**src/rtl/hp_pkg.sv**
```systemverilog
package hp_pkg;
  localparam int BUSW  = 16;
  localparam int ADR_W = 4;

  localparam logic [ADR_W-1:0] RA_CODE = 4'd0;
  localparam logic [ADR_W-1:0] RA_STAT = 4'd1;
  localparam logic [ADR_W-1:0] RA_MASK = 4'd2;
  localparam logic [ADR_W-1:0] RA_FREE = 4'd3;

  typedef struct packed {
    logic wide;
    logic swap;
    logic protb;
  } strap_t;

  // host lanes -> logical value (MSB in [15:8])
  function automatic logic [BUSW-1:0] lanes_to_val(input logic [BUSW-1:0] d, input strap_t c);
    if (!c.wide)     return {8'h00, d[7:0]};
    else if (c.swap) return {d[7:0], d[15:8]};
    else             return d;
  endfunction

  // logical value -> host lanes
  function automatic logic [BUSW-1:0] val_to_lanes(input logic [BUSW-1:0] v, input strap_t c);
    if (!c.wide)     return {8'h00, v[7:0]};
    else if (c.swap) return {v[7:0], v[15:8]};
    else             return v;
  endfunction
endpackage

```
**src/rtl/hp_sync.sv**
```systemverilog
module hp_sync #(
  parameter int W = 1
) (
  input  logic         clk,
  input  logic         rst_n,
  input  logic [W-1:0] d,
  output logic [W-1:0] q
);
  logic [W-1:0] meta;
  always_ff @(posedge clk) begin
    if (!rst_n) begin
      meta <= '1;
      q    <= '1;
    end else begin
      meta <= d;
      q    <= meta;
    end
  end
endmodule

```
**src/rtl/hp_odrv.sv**
```systemverilog
module hp_odrv (
  input  logic clk,
  input  logic rst_n,
  input  logic act,
  output logic lvl,
  output logic oe
);
  always_ff @(posedge clk) begin
    if (!rst_n) begin
      lvl <= 1'b1;
      oe  <= 1'b0;
    end else if (act) begin
      lvl <= 1'b0;
      oe  <= 1'b1;
    end else if (oe && !lvl) begin
      lvl <= 1'b1;
    end else begin
      lvl <= 1'b1;
      oe  <= 1'b0;
    end
  end

  // the high-drive phase lasts a single cycle
  a_r10_one_high: assert property (@(posedge clk) disable iff (!rst_n)
    (oe && lvl) |=> !(oe && lvl));
endmodule

```
**src/rtl/hp_fifo.sv**
```systemverilog
module hp_fifo #(
  parameter int DW    = 8,
  parameter int DEPTH = 16,
  localparam int AW   = $clog2(DEPTH),
  localparam int FW   = $clog2(DEPTH + 1)
) (
  input  logic          clk,
  input  logic          rst_n,
  input  logic [1:0]    push_n,
  input  logic [DW-1:0] b0,
  input  logic [DW-1:0] b1,
  input  logic          pop,
  output logic [DW-1:0] head,
  output logic          avail,
  output logic [FW-1:0] free
);
  logic [DW-1:0] mem [DEPTH];
  logic [AW-1:0] wp, rp;
  logic [FW-1:0] cnt;
  logic [1:0]    acc;
  logic          pop_ok;

  assign free   = FW'(DEPTH) - cnt;
  assign pop_ok = pop && (cnt != '0);
  assign avail  = (cnt != '0);
  assign head   = mem[rp];

  always_comb begin
    if ({{(FW-2){1'b0}}, push_n} > free) acc = free[1:0];
    else                                 acc = push_n;
  end

  always_ff @(posedge clk) begin
    if (acc != 2'd0) mem[wp] <= b0;
    if (acc == 2'd2) mem[wp + AW'(1)] <= b1;
  end

  always_ff @(posedge clk) begin
    if (!rst_n) begin
      wp  <= '0;
      rp  <= '0;
      cnt <= '0;
    end else begin
      wp  <= wp + AW'(acc);
      rp  <= rp + AW'(pop_ok);
      cnt <= cnt + FW'(acc) - FW'(pop_ok);
    end
  end

  a_r9_no_overflow: assert property (@(posedge clk) disable iff (!rst_n)
    cnt <= FW'(DEPTH));
  a_r9_full_drops: assert property (@(posedge clk) disable iff (!rst_n)
    (cnt == FW'(DEPTH) && !pop) |=> (cnt == FW'(DEPTH)));
endmodule

```
**src/rtl/hp_regs.sv**
```systemverilog
module hp_regs
  import hp_pkg::*;
#(
  parameter int NEVT = 4,
  parameter int FW   = 5
) (
  input  logic             clk,
  input  logic             rst_n,
  input  logic             wide,
  input  logic             wr_evt,
  input  logic             rd_evt,
  input  logic [ADR_W-1:0] adr,
  input  logic [BUSW-1:0]  wval,
  input  logic [NEVT-1:0]  evt,
  input  logic [FW-1:0]    free,
  output logic [BUSW-1:0]  rval,
  output logic             irq_act,
  output logic [1:0]       push_n,
  output logic [7:0]       pb0,
  output logic [7:0]       pb1
);
  logic [NEVT-1:0] status, mask;
  logic            stat_rd, code_wr;

  assign stat_rd = rd_evt && (adr == RA_STAT);
  assign code_wr = wr_evt && (adr == RA_CODE);
  assign irq_act = |(status & mask);

  assign push_n = !code_wr ? 2'd0 : (wide ? 2'd2 : 2'd1);
  assign pb0    = wide ? wval[15:8] : wval[7:0];
  assign pb1    = wval[7:0];

  always_ff @(posedge clk) begin
    if (!rst_n) begin
      status <= '0;
      mask   <= '0;
      rval   <= '0;
    end else begin
      status <= (stat_rd ? '0 : status) | evt;
      if (wr_evt && adr == RA_MASK) mask <= wval[NEVT-1:0];
      if (rd_evt) begin
        case (adr)
          RA_STAT: rval <= BUSW'(status);
          RA_MASK: rval <= BUSW'(mask);
          RA_FREE: rval <= BUSW'(free);
          default: rval <= '0;
        endcase
      end
    end
  end

  // a status read with no new event leaves no pending request
  a_r7_read_clears: assert property (@(posedge clk) disable iff (!rst_n)
    (stat_rd && evt == '0) |=> !irq_act);
  a_r7_event_sets: assert property (@(posedge clk) disable iff (!rst_n)
    (evt != '0) |=> ((status & $past(evt)) == $past(evt)));
endmodule

```
**src/rtl/strap_host_port.sv**
```systemverilog
module strap_host_port
  import hp_pkg::*;
#(
  parameter int NEVT     = 4,
  parameter int DEPTH    = 16,
  parameter int LOW_MARK = 2,
  localparam int FW      = $clog2(DEPTH + 1)
) (
  input  logic             clk,
  input  logic             rst_n,
  input  logic             strap_wide,
  input  logic             strap_swap,
  input  logic             strap_protb,
  input  logic             hs_cs_n,
  input  logic [ADR_W-1:0] hs_adr,
  input  logic             hs_dirwr,
  input  logic             hs_strb,
  input  logic [BUSW-1:0]  hs_din,
  output logic [BUSW-1:0]  hs_dout,
  output logic             hs_oe_lo,
  output logic             hs_oe_hi,
  output logic             ack_lvl,
  output logic             ack_oe,
  output logic             rdy_lvl,
  output logic             rdy_oe,
  output logic             irq_lvl,
  output logic             irq_oe,
  input  logic [NEVT-1:0]  evt_i,
  input  logic             code_pop,
  output logic [7:0]       code_byte,
  output logic             code_avail
);
  strap_t cfg;
  always_ff @(posedge clk) begin
    if (!rst_n) cfg <= '{wide: strap_wide, swap: strap_swap, protb: strap_protb};
  end

  // synchronised host controls
  logic s_cs, s_dw, s_st, p_dw, p_st;
  hp_sync #(.W(3)) u_sync (
    .clk(clk), .rst_n(rst_n),
    .d({hs_cs_n, hs_dirwr, hs_strb}),
    .q({s_cs, s_dw, s_st})
  );

  always_ff @(posedge clk) begin
    if (!rst_n) begin
      p_dw <= 1'b1;
      p_st <= 1'b1;
    end else begin
      p_dw <= s_dw;
      p_st <= s_st;
    end
  end

  // named access events
  logic dw_fall, st_fall, rd_evt, wr_evt, acc_evt;
  assign dw_fall = p_dw && !s_dw;
  assign st_fall = p_st && !s_st;
  assign rd_evt  = !s_cs && st_fall && (cfg.protb || s_dw);
  assign wr_evt  = !s_cs && (cfg.protb ? (dw_fall && !st_fall) : (st_fall && !s_dw));
  assign acc_evt = rd_evt || wr_evt;

  logic a_busy, rd_win;
  always_ff @(posedge clk) begin
    if (!rst_n) begin
      a_busy <= 1'b0;
      rd_win <= 1'b0;
    end else begin
      if (acc_evt && !cfg.protb) a_busy <= 1'b1;
      else if (s_st)             a_busy <= 1'b0;
      if (rd_evt)             rd_win <= 1'b1;
      else if (s_st || s_cs)  rd_win <= 1'b0;
    end
  end

  logic [BUSW-1:0] wval, rval;
  logic [FW-1:0]   free;
  logic [1:0]      push_n;
  logic [7:0]      pb0, pb1;
  logic            irq_act, ack_act, rdy_act;

  assign wval = lanes_to_val(hs_din, cfg);

  hp_regs #(.NEVT(NEVT), .FW(FW)) u_regs (
    .clk(clk), .rst_n(rst_n), .wide(cfg.wide),
    .wr_evt(wr_evt), .rd_evt(rd_evt), .adr(hs_adr), .wval(wval),
    .evt(evt_i), .free(free), .rval(rval), .irq_act(irq_act),
    .push_n(push_n), .pb0(pb0), .pb1(pb1)
  );

  hp_fifo #(.DW(8), .DEPTH(DEPTH)) u_fifo (
    .clk(clk), .rst_n(rst_n), .push_n(push_n), .b0(pb0), .b1(pb1),
    .pop(code_pop), .head(code_byte), .avail(code_avail), .free(free)
  );

  assign hs_dout  = val_to_lanes(rval, cfg);
  assign hs_oe_lo = rd_win;
  assign hs_oe_hi = rd_win && cfg.wide;

  assign ack_act = acc_evt || (!cfg.protb && a_busy && !s_st);
  assign rdy_act = (free <= FW'(LOW_MARK));

  hp_odrv u_ack (.clk(clk), .rst_n(rst_n), .act(ack_act), .lvl(ack_lvl), .oe(ack_oe));
  hp_odrv u_rdy (.clk(clk), .rst_n(rst_n), .act(rdy_act), .lvl(rdy_lvl), .oe(rdy_oe));
  hp_odrv u_irq (.clk(clk), .rst_n(rst_n), .act(irq_act), .lvl(irq_lvl), .oe(irq_oe));

  a_r1_straps_hold: assert property (@(posedge clk) disable iff (!rst_n)
    $past(rst_n) |-> $stable(cfg));
  a_r2_narrow_lane: assert property (@(posedge clk) disable iff (!rst_n)
    !cfg.wide |-> !hs_oe_hi);
  a_r4_ack_holds: assert property (@(posedge clk) disable iff (!rst_n)
    (!cfg.protb && a_busy && !s_st) |=> (ack_oe && !ack_lvl));
  a_r5_wait_pulse: assert property (@(posedge clk) disable iff (!rst_n)
    (cfg.protb && ack_oe && !ack_lvl) |=> !(ack_oe && !ack_lvl));
  a_r5_one_kind: assert property (@(posedge clk) disable iff (!rst_n)
    $onehot0({rd_evt, wr_evt}));
  a_r9_ready_low: assert property (@(posedge clk) disable iff (!rst_n)
    ($past(free) <= FW'(LOW_MARK)) |-> (rdy_oe && !rdy_lvl));
  a_r11_idle_quiet: assert property (@(posedge clk) disable iff (!rst_n)
    s_cs |=> !hs_oe_lo);
endmodule

```
**config.mk**
```make
export PLATFORM = sky130hd
export DESIGN_NAME = strap_host_port
export DESIGN_NICKNAME = d
export VERILOG_FILES = /design/src/rtl/hp_pkg.sv /design/src/rtl/hp_sync.sv /design/src/rtl/hp_odrv.sv /design/src/rtl/hp_fifo.sv /design/src/rtl/hp_regs.sv /design/src/rtl/strap_host_port.sv
export SDC_FILE = /design/constraint.sdc
export NUM_CORES = 1
export LEC_CHECK = 0
export CORE_MARGIN = 1
export CORE_UTILIZATION = 44
export CTS_BUF_LIST = sky130_fd_sc_hd__clkbuf_16
export DETAILED_ROUTE_END_ITERATION = 16
export DONT_BUFFER_PORTS = 1
export PLACE_DENSITY = 0.67
export SYNTH_ARGS = -nofsm -noshare
export SYNTH_HDL_FRONTEND = slang
export SYNTH_SLANG_ARGS = --single-unit
```
**constraint.sdc**
```tcl
create_clock -name clk -period 6.47 [get_ports clk]
set_input_delay 0.647 -clock clk [delete_from_list [all_inputs] [get_ports clk]]
set_output_delay 0.647 -clock clk [all_outputs]
set_load 0.05 [all_outputs]
```
==> results of run 1 <==
-- cell type report --
| type | instances | share of cell area |
|---|---|---|
| timing repair buffer | 19 | 0.0139 |
| sequential | 173 | 0.465 |
| tap | 275 | 0.0335 |
| inverter | 17 | 0.00622 |
| clock inverter | 14 | 0.0126 |
| clock buffer | 18 | 0.0439 |
| multi-input combinational | 574 | 0.424 |
-- worst register-to-register path, cell delays in order (launching register included) --
cell and delay, ns:
sky130_fd_sc_hd__dfxtp_1 0.36, sky130_fd_sc_hd__nand2b_1 0.20, sky130_fd_sc_hd__mux2i_1 0.50, sky130_fd_sc_hd__nand3b_1 0.17, sky130_fd_sc_hd__ha_1 0.32, sky130_fd_sc_hd__inv_1 0.07
sky130_fd_sc_hd__a211o_4 0.30, sky130_fd_sc_hd__and3b_1 0.18, sky130_fd_sc_hd__a311oi_2 0.50, sky130_fd_sc_hd__a21oi_1 0.36, sky130_fd_sc_hd__nor4_2 0.87
-- cell families (layout without fill, tap and decap cells) --
| logic type | Yosys count | after routing | synth area share |
|---|---|---|---|
| xor+xnor | 10 | 10 | 0.00928 |
| fa+ha+maj | 15 | 15 | 0.0207 |
| flops | 173 | 173 | 0.506 |
| buf+inv | 76 | 68 | 0.0366 |
| mux | 62 | 62 | 0.121 |
| simple gates | 288 | 288 | 0.155 |
| other cells | 1 | 6 | 0.000397 |
| compound gates | 193 | 193 | 0.151 |
-- layout by cell type (no fill, tap or decap), types with 7 or more instances in the layout --
master	count
sky130_fd_sc_hd__nor3_1	11
sky130_fd_sc_hd__dfxtp_1	41
sky130_fd_sc_hd__mux4_2	40
sky130_fd_sc_hd__buf_4	19
sky130_fd_sc_hd__xnor2_1	7
sky130_fd_sc_hd__a21oi_1	139
sky130_fd_sc_hd__a2111oi_4	14
sky130_fd_sc_hd__nor2_1	162
sky130_fd_sc_hd__clkbuf_16	18
sky130_fd_sc_hd__mux2i_1	7
sky130_fd_sc_hd__nor4_1	7
sky130_fd_sc_hd__and2_1	15
sky130_fd_sc_hd__ha_1	14
sky130_fd_sc_hd__edfxtp_1	131
sky130_fd_sc_hd__nor3_2	10
sky130_fd_sc_hd__a21oi_2	7
sky130_fd_sc_hd__nand2b_1	13
sky130_fd_sc_hd__mux2_2	13
sky130_fd_sc_hd__inv_1	22
sky130_fd_sc_hd__nand2_1	23
-- where the power goes --
part           internal (mW)  switching [mW]  leakage (nW)
Combinational          0.377           0.659          1.53
Sequential              1.24          0.0710          1.52
Clock                  0.585           0.431         0.303
-- sequential cells by signal (all words and copies together), names as in the netlist, 3 cells and up --
register / cells
u_sync.meta: 3
cfg: 3
u_sync.q: 3
u_fifo.cnt: 5
u_fifo.rp: 4
u_fifo.mem: 128
u_fifo.wp: 4
u_regs.rval: 5
u_regs.mask: 4
u_regs.status: 4
-- worst min-delay path by stage --
stage	startpoint	to	slack, ns	cells past startpoint
3_5_place_dp	u_sync.meta[1]	u_sync.q[1]	0.40	1
2_1_floorplan	u_sync.meta[0]	u_sync.q[0]	0.39	1
4_1_cts	rst_n	u_sync.meta[2]	0.27	1
5_1_grt	rst_n	p_dw	0.27	1
6_report	rst_n	u_sync.meta[2]	0.29	1
3_3_place_gp	u_sync.meta[2]	u_sync.q[2]	0.39	1
-- metal layers --
layer / wire, um / vias to the layer above / part of all wire
met2: 11800 / 317 / 0.48
met3: 2000 / 46 / 0.080
met5: 16 / - / 0.00064
met1: 10300 / 3269 / 0.41
met4: 744 / 2 / 0.030
li1: - / 2991 / -
==> results by group, run 1 <==
Pwr
  • Leak pwr: 3.36 nW
  • Sum of internal, switching and leakage power: 3.36 mW
  • Power per unit of standard cell area: 328 nW/um^2
  • Maximum ir drop on the vdd rail: 0.257 mV

Global routing
  • Global-route usage over all layers: 0.237
  • Number of antenna violations at the first check in global routing: 1
  • Grt peak-use layer: met2
  • Met2 track utilization from global routing: 0.367
  • Via count of the first global-routing pass: 6293
  • Met3 Use GR: 0.0497
  • M1 GR Usage: 0.322
  • First-pass GRT wire length: 38100 um
  • Final global-route overflow total: 0
  • Pin count of the biggest net entering global routing: 25

Setup path
  • Type of the worst setup path: reg2reg
  • Worst endpoint data arrival time: 4.26 ns
  • Launching instance or port of the critical path: u_sync.q[0]
  • Critical path's largest stage delay: 0.87 ns
  • Critical path cell sequence: nand2b_1, mux2i_1, nand3b_1, ha_1, inv_1, a211o_4, and3b_1, a311oi_2, a21oi_1, nor4_2
  • Element type at the critical path end: register
  • Minimum setup slack among reg-to-reg paths: 2.26 ns
  • Critical-path top delay cell: sky130_fd_sc_hd__nor4_2
  • Critical register-to-register path startpoint: u_sync.q[0]
  • Worst path buffer plus inverter count: 1
  • Worst r2r path cells: 10
  • Startpoint kind of the worst setup timing path: register
  • Endpoint of the worst-slack reg-to-reg timing path: u_fifo.mem[13][6]
  • Setup crit end: u_fifo.mem[13][6]
  • Required time of the worst setup path: 6.52 ns
  • Cell family with the largest share of critical-path delay: simple AND/OR/NAND/NOR gates
  • Highest fanout seen on the critical path: 8
  • Stages on the worst setup path: 10

Cells and area
  • Fillcell total: 1846
  • Footprint of the flip-flops and latches: 4780 um^2
  • Layout cell share with drive strength beyond 1: 0.188
  • Post-layout net count: 850
  • Final core utilization: 0.488
  • Ant diodes: 0
  • Non-Filler Instances: 1090
  • Area growth, synth to finish: 8.74%
  • Design Area, Final: 10300 um^2
  • Area taken by multi-input logic gates: 4350 um^2

Clock network
  • Longest Clk Path Bufs: 2
  • Total clock sinks: 173
  • CTS root buffer: sky130_fd_sc_hd__clkbuf_16
  • Post-cts hold buffer count: 0
  • Gates resized, CTS repair: 0
  • Clock buffers created by TritonCTS: 17
  • CTS tree: done
  • Worst-skew pair later-pin latency: 0.44 ns
  • Post-CTS repair timing setup buffer count: 0
  • H-tree levels: 4
  • CTS clk-pin slew, worst paths: 0.06 ns

Floorplan
  • X dimension of the die: 148 um
  • Placement row count: 53
  • Starting utilization of the core area: 0.449
  • Core outline area: 21000 um^2
  • Number of top-level pins: 66
  • Die Height: 148 um
  • Die area: 22000 um^2

Synth
  • Average cell area after synthesis: 11.5 um^2
  • Top post-synthesis cells by count: sky130_fd_sc_hd__nor2_1 (162), sky130_fd_sc_hd__a21oi_1 (139), sky130_fd_sc_hd__edfxtp_1 (131)
  • Summed instance area of the synthesized netlist: 9440 um^2
  • Top_reg_cell synth: sky130_fd_sc_hd__edfxtp_1
  • Post-synthesis async set-or-reset flop share: 0
  • Unique cell type count in the Yosys netlist: 64
  • Top-count cell post-synth: sky130_fd_sc_hd__nor2_1
  • Cell taking the most area after synthesis: sky130_fd_sc_hd__edfxtp_1
  • Post-Syn Instances: 818
  • Number of flops mapped to enable cells by yosys: 131
  • Top cell type's share of synthesized area: 0.417
  • Post-synthesis sequential area ratio: 0.506
  • Number of flip-flops and latches in the synthesized netlist: 173
  • Number of synthesis warnings: 0
  • Top area cells in the synthesized netlist: sky130_fd_sc_hd__edfxtp_1 (42%), sky130_fd_sc_hd__mux4_2 (9.5%), sky130_fd_sc_hd__dfxtp_1 (8.9%)

Timing
  • Post-route clock period utilization: 0.651
  • Setup skew after layout: 0.00905 ns
  • Total Neg Setup Slack: 0 ns
  • Final hold violation count: 0
  • Number of pins with negative max-slew slack in the final report: 0
  • Top achievable clock speed: 0.238 GHz
  • Worst-case headroom to the max-slew limit: 0.173
  • Final number of setup-violating endpoints: 0
  • Post-route worst hold slack: 0.289 ns
  • Setup repair after global routing missed its margin: false
  • Post-layout minimum cycle time: 4.21 ns
  • Slew at the pin closest to its max-slew limit: 1.23 ns
  • Worst-case setup margin in the final layout: 2.26 ns

Drt
  • Routed Wire Length: 24900 um
  • Routed length per placed instance: 22.9 um
  • Vias post-DR: 6625
  • Routed vias/inst: 6.08
  • DR DRC count: 0
  • Number of iterations in the first detailed-routing pass: 5
  • Initial detailed-routing violation count: 654
  • Number of routed nets with antenna violations: 0

Placed design
  • Number of port buffers: 0
  • Area of placed instances: 9680 um^2
  • Total half-perimeter wirelength after legalization and detailed placement: 16700 um
  • Worst slack at placement: 2.01 ns
  • Dpl cells: 1058
  • Routability Congestion: 0.842

Outcome
  • Status: finished clean

Hold path
  • Min-Delay Path Class: in2reg

Job
  • Count of max-cap constraint violations: 0
Note: power is estimated with default switching activity, not from simulation.
==> run 2, diff against run 1 <==
--- a/config.mk
+++ b/config.mk
@@ -10,7 +10,7 @@
 export CTS_BUF_LIST = sky130_fd_sc_hd__clkbuf_16
 export DETAILED_ROUTE_END_ITERATION = 16
 export DONT_BUFFER_PORTS = 1
-export PLACE_DENSITY = 0.67
+export PLACE_DENSITY = 0.69
 export SYNTH_ARGS = -nofsm -noshare
 export SYNTH_HDL_FRONTEND = slang
 export SYNTH_SLANG_ARGS = --single-unit
==> constraint.sdc (replaced) <==
create_clock -name clk -period 3.8 [get_ports clk]
set_input_delay 0.38 -clock clk [delete_from_list [all_inputs] [get_ports clk]]
set_output_delay 0.38 -clock clk [all_outputs]
set_load 0.05 [all_outputs]
==> run 2 against run 1 <==
- utilization increased by 0.79 points
- hold slack worse by 0.26 ns
- non-clock buffer count up 17
- critical path depth stayed put
- total power grew 71%
- first-iteration DRC count rose by 6.7%
- cell count up 1.7%
- register-to-register slack got worse by 2.0 ns
- sequential cell count is the same
- global-route usage shrank 0.46 points
- combinational power increased by 75%
- sequential power increased by 68%
- critical path type unchanged
- critical endpoint is now u_fifo.mem[7][7]
- largest power group unchanged
==> results by group, run 2 (same netlist as run 1, synthesis figures left out) <==
Job
  • Count of max-cap constraint violations: 0 (unchanged)

Drt
  • Routed vias/inst: 6.11 (+0.59%)
  • Number of routed nets with antenna violations: 0 (unchanged)
  • DR DRC count: 0 (unchanged)
  • Vias post-DR: 6774 (+2.2%)
  • Routed Wire Length: 24500 um (-1.9%)
  • Initial detailed-routing violation count: 698 (+6.7%)
  • Routed length per placed instance: 22.1 um (-3.5%)
  • Number of iterations in the first detailed-routing pass: 5 (unchanged)

Clock network
  • Post-cts hold buffer count: 0 (unchanged)
  • CTS clk-pin slew, worst paths: 0.06 ns (about the same)
  • Total clock sinks: 173 (unchanged)
  • Worst-skew pair later-pin latency: 0.44 ns (about the same)
  • CTS tree: done
  • H-tree levels: 4 (unchanged)
  • Longest Clk Path Bufs: 2 (unchanged)
  • Gates resized, CTS repair: 0 (unchanged)
  • Post-CTS repair timing setup buffer count: 0 (unchanged)
  • Clock buffers created by TritonCTS: 17 (unchanged)
  • CTS root buffer: sky130_fd_sc_hd__clkbuf_16

Pwr
  • Share of total power in the clock network: 0.300 (-0.002)
  • Proportion of power drawn by combinational gates: 0.317 (+0.009)
  • Maximum ir drop on the vdd rail: 0.551 mV (+110%)
  • Internal power: 3.73 mW (+69%)
  • Switching Fraction: 0.350 (+0.00447)
  • Power per unit of standard cell area: 550 nW/um^2 (+68%)
  • Sum of internal, switching and leakage power: 5.74 mW (+71%)
  • Proportion of power drawn by flip-flops and latches: 0.383 (-0.007)
  • Psw: 2.01 mW (+73%)
  • Leak pwr: 3.42 nW (+1.9%)

Timing
  • Worst-case setup margin in the final layout: 0.274 ns (-1.99 ns)
  • Post-layout minimum cycle time: 3.53 ns (-0.685 ns)
  • Setup skew after layout: 0.0146 ns (+0.00557 ns)
  • Final number of setup-violating endpoints: 0 (unchanged)
  • Slew at the pin closest to its max-slew limit: 1.04 ns (-0.193 ns)
  • Final hold violation count: 0 (unchanged)
  • Post-route clock period utilization: 0.928 (+0.277)
  • Post-route worst hold slack: 0.0251 ns (-0.264 ns)
  • Total Neg Setup Slack: 0 ns (unchanged)
  • Number of pins with negative max-slew slack in the final report: 0 (unchanged)
  • Top achievable clock speed: 0.284 GHz (+19%)
  • Setup repair after global routing missed its margin: false
  • Worst-case headroom to the max-slew limit: 0.308 (+0.134)

Cells and area
  • Non-Filler Instances: 1108 (+1.7%)
  • Post-layout net count: 867 (+2.0%)
  • Layout cell share with drive strength beyond 1: 0.213 (+0.0250)
  • Most frequent cells in the layout: sky130_fd_sc_hd__nor2_1 (162), sky130_fd_sc_hd__a21oi_1 (139), sky130_fd_sc_hd__edfxtp_1 (131)
  • Area growth, synth to finish: 10.5%
  • Design Area, Final: 10400 um^2 (+1.6%)
  • Final core utilization: 0.496 (+0.00786)
  • Max reg flops: 128 (unchanged)
  • Registers with the most flip-flops: u_fifo.mem: 128 flops, u_fifo.cnt: 5 flops, u_regs.rval: 5 flops
  • Leading cell type in the layout, fill and taps excluded: sky130_fd_sc_hd__nor2_1
  • Most flop-heavy register: u_fifo.mem

Global routing
  • Number of antenna violations at the first check in global routing: 1 (unchanged)
  • Final global-route overflow total: 0 (unchanged)
  • Pin count of the biggest net entering global routing: 34 (+36%)
  • Global-route usage over all layers: 0.233 (-0.00458)
  • Via count of the first global-routing pass: 6551 (+4.1%)
  • First-pass GRT wire length: 38100 um (-0.16%)

Placed design
  • Total half-perimeter wirelength after legalization and detailed placement: 16400 um (-1.7%)
  • Worst slack at placement: 0.286 ns (-1.73 ns)
  • Routability Congestion: 0.889 (+5.6%)
  • Number of port buffers: 0 (unchanged)
  • Area of placed instances: 9840 um^2 (+1.6%)
  • Dpl cells: 1074 (+1.5%)

Setup path
  • Element type at the critical path end: register
  • Type of the worst setup path: reg2reg
  • Critical path's largest stage delay: 0.81 ns (-0.06 ns)
  • Critical-path top delay cell: sky130_fd_sc_hd__nor4_2
  • Worst r2r path cells: 10 (unchanged)
  • Critical path cell sequence: nand2b_1, mux2i_1, nand3b_1, ha_1, inv_1, or4_1, a31oi_1, nor2_1, o21ba_2, nor4_2
  • Startpoint kind of the worst setup timing path: register
  • Highest fanout seen on the critical path: 9 (+1)
  • Worst path buffer plus inverter count: 1 (unchanged)
  • Required time of the worst setup path: 3.86 ns (-2.66 ns)
  • Worst endpoint data arrival time: 3.58 ns (-0.68 ns)
  • Stages on the worst setup path: 10 (unchanged)
  • Cell family with the largest share of critical-path delay: simple AND/OR/NAND/NOR gates

Floorplan
  • Die Height: 148 um (unchanged)
  • Starting utilization of the core area: 0.449 (unchanged)
  • X dimension of the die: 148 um (unchanged)
  • Placement row count: 53 (unchanged)
  • Core outline area: 21000 um^2 (unchanged)
  • Number of top-level pins: 66 (unchanged)
  • Die area: 22000 um^2 (unchanged)

Hold path
  • Min-Delay Path Class: in2reg
  • Number of cells traversed by the worst hold path: 1 (unchanged)

Outcome
  • Status: finished clean
[run 2: cell count changes in the layout (fill, tap and decap cells not counted), sizes merged]
cell,change
clkinvlp,+2
inv,-3
clkinv,+2
dlygate4sd3,+1
diode,+1
clkbuf,-1
buf,+16
[run 2: final cells by class]
type	count	area [um^2]
Tap cell	275	344
Multi-Input combinational cell	574	4390
Sequential cell	173	4780
Antenna cell	1	2.50
Clock inverter	15	148
Timing Repair Buffer	36	273
Inverter	17	63.8
Fill cell	1821	10600
Clock buffer	17	425
[run 2: path summary, 6_finish.rpt]
kind | start | endpoint | slack, ns
max | u_sync.q[0] | u_fifo.mem[7][7] | 0.27
min | rst_n | u_sync.q[1] | 0.03
max reg2reg | u_sync.q[0] | u_fifo.mem[7][7] | 0.27
min reg2reg | u_sync.meta[1] | u_sync.q[1] | 0.41
[run 2: power groups by stage]
stage                     clock network [mW]  logic, mW  registers (mW)
after CTS                               1.74       1.82            2.19
after global routing                    1.80       1.96            2.20
after global placement                     0       1.79            2.24
after floorplan                            0       1.50            2.21
final                                   1.72       1.82            2.20
after detailed placement                   0       1.81            2.24
[run 2: layer usage]
metal | track usage | share of wire
met1 | 0.327 | 0.43
met2 | 0.361 | 0.47
met3 | 0.0442 | 0.082
met4 | 0.0778 | 0.020
met5 | 0 | 0
==> run 3, diff against run 2 <==
--- a/config.mk
+++ b/config.mk
@@ -5,12 +5,14 @@
 export SDC_FILE = /design/constraint.sdc
 export NUM_CORES = 1
 export LEC_CHECK = 0
+export CELL_PAD_IN_SITES_DETAIL_PLACEMENT = 1
+export CELL_PAD_IN_SITES_GLOBAL_PLACEMENT = 2
 export CORE_MARGIN = 1
-export CORE_UTILIZATION = 44
+export CORE_UTILIZATION = 39
 export CTS_BUF_LIST = sky130_fd_sc_hd__clkbuf_16
 export DETAILED_ROUTE_END_ITERATION = 16
 export DONT_BUFFER_PORTS = 1
-export PLACE_DENSITY = 0.69
+export PLACE_DENSITY = 0.87
 export SYNTH_ARGS = -nofsm -noshare
 export SYNTH_HDL_FRONTEND = slang
 export SYNTH_SLANG_ARGS = --single-unit
==> run 3 against run 2 <==
- die area increased by 13%
- fmax decreased by 4.0%
- critical path depth unchanged
- clock skew decreased by 0.0025 ns
- combinational power up 4%
- total power is 0.86% higher
- setup slack got worse by 0.15 ns
- cell count up 3.5%
- clock power fell by 2%
- hold slack worse by 0.0039 ns
- largest cell class unchanged
- global-route usage increased by 0.72 points
- critical endpoint is now u_fifo.mem[15][0]
- highest routed layer is now met5
- non-clock buffer count down 5
==> results by group, run 3 (same netlist as run 1, synthesis figures left out) <==
Clock network
  • Clock buffers created by TritonCTS: 17 (unchanged)
  • CTS root buffer: sky130_fd_sc_hd__clkbuf_16
  • Total clock sinks: 173 (unchanged)
  • CTS clk-pin slew, worst paths: 0.07 ns (about the same)
  • H-tree levels: 4 (unchanged)
  • CTS tree: done
  • Post-cts hold buffer count: 0 (unchanged)
  • Worst-skew pair later-pin latency: 0.43 ns (about the same)
  • Longest Clk Path Bufs: 2 (unchanged)

Floorplan
  • Starting utilization of the core area: 0.400 (-0.0493)
  • X dimension of the die: 158 um (+6.1%)
  • Die Height: 158 um (+6.1%)
  • Die area: 24800 um^2 (+13%)
  • Number of top-level pins: 66 (unchanged)
  • Core outline area: 23600 um^2 (+12%)
  • Placement row count: 56 (+5.7%)

Drt
  • Routed Wire Length: 28500 um (+17%)
  • Number of routed nets with antenna violations: 0 (unchanged)
  • Number of iterations in the first detailed-routing pass: 7 (+2)
  • DR DRC count: 0 (unchanged)
  • Initial detailed-routing violation count: 526 (-25%)
  • Routed length per placed instance: 24.9 um (+13%)
  • Routed vias/inst: 5.91 (-3.3%)
  • Vias post-DR: 6779 (+0.074%)

Global routing
  • Global-route usage over all layers: 0.240 (+0.00716)
  • Pin count of the biggest net entering global routing: 33 (-2.9%)
  • Final global-route overflow total: 0 (unchanged)
  • Via count of the first global-routing pass: 7145 (+9.1%)
  • First-pass GRT wire length: 43500 um (+14%)
  • Number of antenna violations at the first check in global routing: 3 (+2)

Placed design
  • Number of port buffers: 0 (unchanged)
  • Total half-perimeter wirelength after legalization and detailed placement: 19400 um (+18%)
  • Routability Congestion: 0.841 (-5.4%)
  • Dpl cells: 1113 (+3.6%)

Cells and area
  • Max reg flops: 128 (unchanged)
  • Most frequent cells in the layout: sky130_fd_sc_hd__nor2_1 (162), sky130_fd_sc_hd__a21oi_1 (139), sky130_fd_sc_hd__edfxtp_1 (131)
  • Layout cell share with drive strength beyond 1: 0.226 (+0.0134)
  • Most flop-heavy register: u_fifo.mem
  • Post-layout net count: 862 (-0.58%)
  • Final core utilization: 0.444 (-0.0524)
  • Registers with the most flip-flops: u_fifo.mem: 128 flops, u_fifo.cnt: 5 flops, u_regs.rval: 5 flops
  • Non-Filler Instances: 1147 (+3.5%)
  • Leading cell type in the layout, fill and taps excluded: sky130_fd_sc_hd__nor2_1
  • Area growth, synth to finish: 11.0%
  • Fillcell total: 2563 (+41%)

Timing
  • Post-route worst hold slack: 0.0212 ns (-0.00389 ns)
  • Setup repair after global routing missed its margin: true
  • Post-layout minimum cycle time: 3.67 ns (+0.146 ns)
  • Total Neg Setup Slack: 0 ns (unchanged)
  • Post-route clock period utilization: 0.966 (+0.0385)
  • Number of pins with negative max-slew slack in the final report: 0 (unchanged)
  • Slew at the pin closest to its max-slew limit: 1.13 ns (+0.0930 ns)
  • Top achievable clock speed: 0.272 GHz (-4.0%)
  • Setup skew after layout: 0.0121 ns (-0.00247 ns)
  • Final hold violation count: 0 (unchanged)
  • Worst-case headroom to the max-slew limit: 0.240 (-0.0677)
  • Final number of setup-violating endpoints: 0 (unchanged)

Pwr
  • Power per unit of standard cell area: 552 nW/um^2 (+0.39%)
  • Maximum ir drop on the vdd rail: 0.358 mV (-35%)
  • Leak pwr: 3.39 nW (-1.1%)

Setup path
  • Element type at the critical path end: register
  • Startpoint kind of the worst setup timing path: register
  • Launching instance or port of the critical path: u_sync.q[0]
  • Highest fanout seen on the critical path: 8 (-1)
  • Type of the worst setup path: reg2reg
  • Required time of the worst setup path: 3.85 ns (about the same)
  • Worst endpoint data arrival time: 3.72 ns (+0.14 ns)
  • Critical register-to-register path startpoint: u_sync.q[0]

Outcome
  • Status: finished clean

Hold path
  • Min-Delay Path Class: in2reg
  • Hold_sp: rst_n

Job
  • Count of max-cap constraint violations: 0 (unchanged)
-- run 3: layout make-up --
type | count | area [um^2] | area share
Tap cell | 319 | 399 | 0.0381
Clock buffer | 17 | 425 | 0.0406
Multi-Input combinational cell | 574 | 4430 | 0.423
Inverter | 17 | 63.8 | 0.00609
Antenna cell | 1 | 2.50 | 0.000239
Timing Repair Buffer | 31 | 245 | 0.0234
Sequential cell | 173 | 4780 | 0.456
Clock inverter | 15 | 129 | 0.0123
-- run 3: stage by stage --
step / instance area [um^2] / setup WS [ns] / power [mW]
2_1_floorplan: 9510 / -0.128 / 3.72
3_3_place_gp: 9890 / 0.157 / 4.07
3_5_place_dp: 9890 / 0.0931 / 4.11
4_1_cts: 10400 / 0.0111 / 5.80
5_1_grt: 10500 / -0.0431 / 5.99
6_report: 10500 / 0.128 / 5.79
-- run 3: per-layer routing --
metal	vias to the layer above	global-route usage	share of wire
met5	-	0	0.00095
met4	4	0.0966	0.029
met3	49	0.0399	0.057
met2	248	0.404	0.49
met1	3456	0.305	0.42
li1	3022	-	-
-- run 3: timing repair --
item                                    CTS  global route
gates resized for setup                   0             9
endpoints found under the setup margin    0            65
setup buffers                             0             1
-- run 3: where the power goes --
group | total [mW] | leakage (nW) | switching, mW | internal (mW)
Sequential | 2.22 | 1.52 | 0.103 | 2.11
Combinational | 1.89 | 1.60 | 1.22 | 0.666
Clock | 1.68 | 0.266 | 0.821 | 0.859
Total | 5.79 | 3.39 | 2.15 | 3.64
-- run 3: critical path, stage by stage, from the launching register on --
cell and delay [ns]:
sky130_fd_sc_hd__dfxtp_2 0.36, sky130_fd_sc_hd__nand2b_4 0.16, sky130_fd_sc_hd__mux2i_2 0.24, sky130_fd_sc_hd__nand3b_1 0.13, sky130_fd_sc_hd__ha_1 0.30, sky130_fd_sc_hd__inv_1 0.07, sky130_fd_sc_hd__a211o_4 0.30, sky130_fd_sc_hd__and3b_1 0.19
sky130_fd_sc_hd__a311oi_2 0.32, sky130_fd_sc_hd__a21oi_1 0.30, sky130_fd_sc_hd__nor4_2 0.91
-- run 3: path summary, 6_finish.rpt --
path / depth (start not counted) / to / slack [ns]
hold reg to reg: 1 / u_sync.q[1] / 0.42
setup reg to reg: 10 / u_fifo.mem[15][0] / 0.13
setup / recovery: 10 / u_fifo.mem[15][0] / 0.13
hold / removal: 1 / u_sync.q[2] / 0.02
